--- config.mk ---
export PLATFORM = sky130hd
export DESIGN_NAME = tbase_divider
export DESIGN_NICKNAME = d
export VERILOG_FILES = /design/src/rtl/tbd_pkg.sv /design/src/rtl/tbd_seg.sv /design/src/rtl/tbd_inj_mux.sv /design/src/rtl/tbd_mcycle.sv /design/src/rtl/tbase_divider.sv
export SDC_FILE = /design/constraint.sdc
export NUM_CORES = 1
export LEC_CHECK = 0
export ABC_CLOCK_PERIOD_IN_PS = 3550
export BUFFER_PORTS_ARGS = -buffer_cell sky130_fd_sc_hd__buf_2
export CAP_MARGIN = 10
export CORE_MARGIN = 2
export CORE_UTILIZATION = 54
export CTS_CLUSTER_SIZE = 28
export DETAILED_ROUTE_END_ITERATION = 10
export PLACE_DENSITY = 0.86
export SLEW_MARGIN = 20
export SYNTH_ARGS = -nofsm -noshare
export SYNTH_HDL_FRONTEND = slang
export SYNTH_SLANG_ARGS = --single-unit
--- constraint.sdc ---
create_clock -name clk -period 3.55 [get_ports clk]
set_input_delay 0.71 -clock clk [delete_from_list [all_inputs] [get_ports clk]]
set_output_delay 0.71 -clock clk [all_outputs]
set_load 0.01 [all_outputs]
--- src/rtl/tbd_pkg.sv ---
package tbd_pkg;
  typedef enum logic [1:0] {ST_S0 = 2'd0, ST_S1 = 2'd1, ST_S2 = 2'd2, ST_S3 = 2'd3} mstate_t;
  typedef enum logic {SRC_CHAIN = 1'b0, SRC_SLOW = 1'b1} inj_src_t;

  // Source of stage seven: warm-up forces the chain, slow modes force the slow strobe.
  function automatic inj_src_t pick_source(input logic warm, input logic slowish, input logic sel);
    if (warm) return SRC_CHAIN;
    if (slowish || sel) return SRC_SLOW;
    return SRC_CHAIN;
  endfunction

  function automatic mstate_t next_state(input mstate_t s);
    return mstate_t'(s + 2'd1);
  endfunction
endpackage

--- src/rtl/tbd_seg.sv ---
module tbd_seg #(
  parameter int W = 2
) (
  input  logic         clk,
  input  logic         rst_n,
  input  logic         clr,
  input  logic         step,
  output logic [W-1:0] q,
  output logic [W-1:0] carry
);
  always_comb begin
    carry[0] = step & q[0];
    for (int i = 1; i < W; i++) carry[i] = carry[i-1] & q[i];
  end

  always_ff @(posedge clk) begin
    if (!rst_n)     q <= '0;
    else if (clr)   q <= '0;
    else if (step)  q <= q + 1'b1;
  end
endmodule

--- src/rtl/tbd_inj_mux.sv ---
module tbd_inj_mux
  import tbd_pkg::*;
(
  input  logic warm,
  input  logic slowish,
  input  logic sel,
  input  logic chain_carry,
  input  logic slow_en,
  output logic inj_step
);
  inj_src_t src;
  always_comb begin
    src      = pick_source(warm, slowish, sel);
    inj_step = (src == SRC_SLOW) ? slow_en : chain_carry;
  end
endmodule

--- src/rtl/tbd_mcycle.sv ---
module tbd_mcycle
  import tbd_pkg::*;
(
  input  logic       clk,
  input  logic       rst_n,
  input  logic       adv,
  output logic [1:0] state
);
  mstate_t st_q;
  always_ff @(posedge clk) begin
    if (!rst_n)   st_q <= ST_S0;
    else if (adv) st_q <= next_state(st_q);
  end
  assign state = st_q;


  mc_advance_chk: assert property (@(posedge clk) disable iff (!rst_n)
    adv |=> st_q == mstate_t'($past(st_q) + 2'd1));

  mc_hold_chk: assert property (@(posedge clk) disable iff (!rst_n)
    !adv |=> $stable(st_q));
endmodule

--- src/rtl/tbase_divider.sv ---
module tbase_divider #(
  parameter int PRE_STAGES = 2,
  parameter int DIV_STAGES = 21,
  parameter int INJ_STAGE  = 7
) (
  input  logic                  clk,
  input  logic                  rst_n,
  input  logic                  fast_en,
  input  logic                  slow_en,
  input  logic                  mode_slow,
  input  logic                  mode_sleep,
  input  logic                  fast_osc_off,
  input  logic                  warmup,
  input  logic                  sel_slow7,
  input  logic                  clr,
  output logic [DIV_STAGES-1:0] div_bits,
  output logic [DIV_STAGES-1:0] div_tick,
  output logic [1:0]            mc_state
);
  localparam int LOW_W = INJ_STAGE - 1;
  localparam int HI_W  = DIV_STAGES - LOW_W;

  logic slowish, hold, pre_step, low_step, hi_step, main_adv;
  logic [PRE_STAGES-1:0] pre_q, pre_carry;
  logic [LOW_W-1:0]      low_q, low_carry;
  logic [HI_W-1:0]       hi_q, hi_carry;
  logic [DIV_STAGES-1:0] tick_q;

  assign slowish  = mode_slow | mode_sleep;
  assign hold     = mode_sleep | (mode_slow & fast_osc_off);
  assign pre_step = fast_en & ~hold;
  // Carries are nested, so the reduction equals the top carry.
  assign low_step = &pre_carry;
  assign main_adv = slowish ? slow_en : fast_en;

  tbd_seg #(.W(PRE_STAGES)) u_pre (
    .clk(clk), .rst_n(rst_n), .clr(clr), .step(pre_step), .q(pre_q), .carry(pre_carry));

  tbd_seg #(.W(LOW_W)) u_low (
    .clk(clk), .rst_n(rst_n), .clr(clr), .step(low_step), .q(low_q), .carry(low_carry));

  tbd_inj_mux u_mux (
    .warm(warmup), .slowish(slowish), .sel(sel_slow7),
    .chain_carry(low_carry[LOW_W-1]), .slow_en(slow_en), .inj_step(hi_step));

  tbd_seg #(.W(HI_W)) u_hi (
    .clk(clk), .rst_n(rst_n), .clr(clr), .step(hi_step), .q(hi_q), .carry(hi_carry));

  always_ff @(posedge clk) begin
    if (!rst_n)   tick_q <= '0;
    else if (clr) tick_q <= '0;
    else          tick_q <= {hi_carry, low_carry};
  end

  tbd_mcycle u_mc (.clk(clk), .rst_n(rst_n), .adv(main_adv), .state(mc_state));

  assign div_bits = {hi_q, low_q};
  assign div_tick = tick_q;


  pre_wrap_chk: assert property (@(posedge clk) disable iff (!rst_n)
    ($past(!clr) && low_q != $past(low_q)) |-> pre_q == '0);

  hold_freeze_chk: assert property (@(posedge clk) disable iff (!rst_n)
    (hold && !clr) |=> ($stable(low_q) && $stable(pre_q) && tick_q[LOW_W-1:0] == '0));

  clear_chk: assert property (@(posedge clk) disable iff (!rst_n)
    clr |=> (div_bits == '0 && div_tick == '0 && pre_q == '0));

  slow_feed_chk: assert property (@(posedge clk) disable iff (!rst_n)
    (tick_q[LOW_W] && $past(slowish && !warmup)) |-> $past(slow_en));

  warm_feed_chk: assert property (@(posedge clk) disable iff (!rst_n)
    (tick_q[LOW_W] && $past(warmup)) |-> tick_q[LOW_W-1]);

  generate
    for (genvar g = 1; g < DIV_STAGES; g++) begin : g_nest
      if (g != LOW_W) begin : g_chk

        tick_nest_chk: assert property (@(posedge clk) disable iff (!rst_n)
          tick_q[g] |-> tick_q[g-1]);
      end
    end
  endgenerate
endmodule

==> results.py <==
metrics = {
    "clocking": {
        "htree_num_levels": 2,
        "cts_tree": "built",
        "cts_buffer_depth": 2,
        "clk_latency_ns": 0.36,
        "path_clk_slew_ns": 0.14,
        "cts_root_buffer": "clkbuf_4",
        "ctsHoldBuffers": 0,
        "clock-sinks": 46,
        "postCtsResizedCells": 0,
        "cts_inserted_buffers": 5,
        "cts_setup_buffers": 0,
    },
    "synth": {
        "yosys.area.top_type": "dfxtp_1",
        "syn-instance-count": 194,
        "ys_top_cells_by_count": "dfxtp_1 (46), nor2_1 (26), a21oi_1 (15)",
        "synth_ff_type": "dfxtp_1",
        "ys_ff_latch": 46,
        "yosysWarningCount": 0,
        "synthTopCellsByArea": "dfxtp_1 (52%), nor2_1 (5.5%), a21oi_1 (4.2%)",
        "synth_area_mm2": 0.00178,
        "async_flop_share_pct": 0,
        "syn-num-nets": 206,
        "yosysMostFrequentCell": "dfxtp_1",
        "yosysSeqAreaShare_pct": 51.6,
        "yosys.area.top_type_share_pct": 51.6,
        "synthDistinctLibCells": 32,
        "synth_edf_count": 0,
        "synth.avg_cell_area_um2": 9.20,
    },
    "setup_path": {
        "reg2regPathDepth": 6,
        "rr_endpoint": "div_tick[20]",
        "crit_family": "simple AND/OR/NAND/NOR gates",
        "cp.required_ns": 3.85,
        "reg2reg_from": "u_low.q[1]",
        "arrival_ns": 2.25,
        "worst-setup-path-type": "input pin to register",
        "startpoint_type": "input pin",
        "end_kind": "register",
        "critical_path_buf_inv_count": 2,
        "critical_path.max_fanout": 31,
        "cp_slowest_cell": "or3_1",
        "worstPathCellList": "buf_2, nor2b_2, and2_2, a41oi_2, buf_4, or3_1, nor3_1",
        "slowest_delay_ns": 0.54,
        "reg2reg_setup_slack_ns": 1.62,
    },
    "routing": {
        "num_vias": 1527,
        "avgRoutedWirePerCell_um": 12.0,
        "drtIter0Drc": 72,
        "wl_met3_um": 213,
        "drt-met1-wl_um": 1580,
        "via_per_inst": 5.21,
        "routed_wl_um": 3500,
        "drtAntennaViolNets": 0,
        "first_pass_iters": 4,
        "routed-wl-met2_um": 1650,
        "routed.top_layer": "met4",
        "drcViolationCount": 0,
    },
    "flow_run": {
        "max_cap_viol_count": 0,
    },
    "global_route": {
        "grt_use_total_pct": 21.3,
        "grt-ovfl-total": 0,
        "grt_pass1_wl_um": 5890,
        "grt_max_degree": 32,
        "antenna_found_initial": 0,
        "grt_pass1_vias": 1289,
    },
    "floorplanning": {
        "start_util_pct": 57.5,
        "num_io_pins": 54,
        "core-area_mm2": 0.00310,
        "die_h_um": 61.5,
        "dieArea_mm2": 0.00378,
        "row_count": 20,
        "dieWidth_um": 61.5,
    },
    "hold_path": {
        "worstHoldEndpoint": "div_tick[20]",
        "worstHoldStart": "u_hi.q[14]",
        "hold_path_depth": 2,
        "min_path_type": "register to register",
    },
    "final_layout": {
        "nNetsFinal": 260,
        "fillCellCount": 263,
        "drive_gt1_share_pct": 28.1,
        "final_util_pct": 70.8,
        "diodes": 0,
        "area_growth_pct": 23.2,
    },
    "pwr": {
        "ir_drop_v": 0.000370,
        "clock_power_share_pct": 41.8,
        "leakagePower_nw": 0.914,
        "power.density_mw_per_mm2": 437,
        "p_switching_uw": 187,
        "p_total_uw": 961,
        "p_seq_share_pct": 54.3,
        "swShare_pct": 19.5,
        "comb_power_share_pct": 3.8,
        "p_int_uw": 774,
    },
    "sta": {
        "max_clock_freq_ghz": 0.513,
        "period_share_pct": 54.9,
        "finalHoldViolations": 0,
        "worstMarginPinSlew_ns": 0.391,
        "rsz0062_at_grt": "no",
        "setup_viol": 0,
        "maxSlewViolCount": 0,
        "slew_headroom_pct": 73.8,
        "finalSetupTns_ns": 0,
        "min_period_ns": 1.95,
        "finalClockSkew_ns": 0.0143,
    },
    "placed_design": {
        "gp_congestion": 0.789,
        "place.detailed.hpwl_um": 2530,
        "port_buffers": 53,
    },
    "run_status": {
        "outcome": "finished clean",
    },
}
[layer usage]
layer / vias up / GRT usage (%)
met5: - / 0
met4: 0 / 9.42
met3: 7 / 6.93
li1: 794 / -
met1: 677 / 27.4
met2: 49 / 32.5
[cell type report]
| class | count | area (µm²) | area share, % |
|---|---|---|---|
| clock buffer | 6 | 51.3 | 2.33 |
| multi-input combinational | 131 | 797 | 36.3 |
| clock inverter | 2 | 60.1 | 2.73 |
| inverter | 9 | 33.8 | 1.54 |
| tap | 44 | 55.1 | 2.50 |
| sequential | 46 | 921 | 41.9 |
| timing repair buffer | 55 | 280 | 12.7 |
[cells in the final DEF, fill, tap and decap left out, drive strengths merged, types with 3 or more instances in the layout]
cell and count:
or3 7, clkbuf 6, mux2i 3, or4 10
buf 55, inv 9, nand2b 4, o31ai 10
and3 3, xnor2 5, nand3 8, nand2 9
nand4 6, dfxtp 46, o21ai 5, nor3 6
nor2 26, a21oi 15, and2 3
[logic make-up after synthesis]
group	share of synthesized area, %
mux	1.68
compound gates	10.7
simple gates	27.4
flops	51.6
fa+ha+maj	1.40
buf+inv	3.72
xor+xnor	3.44
[worst max-delay path by stage]
stage / cells past startpoint / slack [ns] / to / startpoint
2_1_floorplan: 6 / 1.55 / u_hi.q[13] / fast_en
3_3_place_gp: 7 / 1.24 / div_tick[20] / mode_sleep
3_5_place_dp: 7 / 1.22 / div_tick[20] / mode_sleep
4_1_cts: 7 / 1.60 / div_tick[20] / mode_sleep
5_1_grt: 6 / 1.41 / div_tick[20] / u_low.q[1]
6_report: 7 / 1.60 / div_tick[20] / mode_sleep
[worst min-delay path, delay by kind of cell, from the launching register on]
kind	cells	cell delay (ns)
and+or+nand+nor	1	0.04
DFF	1	0.35
buffers and inverters	1	0.06
[registers in the layout (all words and copies together), names as in the netlist]
| register | count |
|---|---|
| u_hi.q | 15 |
| div_tick | 21 |
| u_pre.q | 2 |
| u_mc.state | 2 |
| u_low.q | 6 |
[per-stage QoR]
stage	hold WS, ns	setup slack, ns	cells	area [µm²]
floorplan	0.480	1.55	194	1780
global placement	0.452	1.24	285	2090
detailed placement	0.457	1.22	285	2090
CTS	0.472	1.60	293	2200
global route	0.507	1.41	293	2200
finish	0.465	1.60	293	2200
[power by group through the flow]
stage / registers, mW / clock network (mW) / logic (mW)
detailed placement: 0.533 / 0 / 0.0371
global route: 0.523 / 0.435 / 0.0412
CTS: 0.522 / 0.403 / 0.0370
finish: 0.522 / 0.402 / 0.0368
global placement: 0.533 / 0 / 0.0356
floorplan: 0.534 / 0 / 0.0218
(Power assumes the default switching activity.)
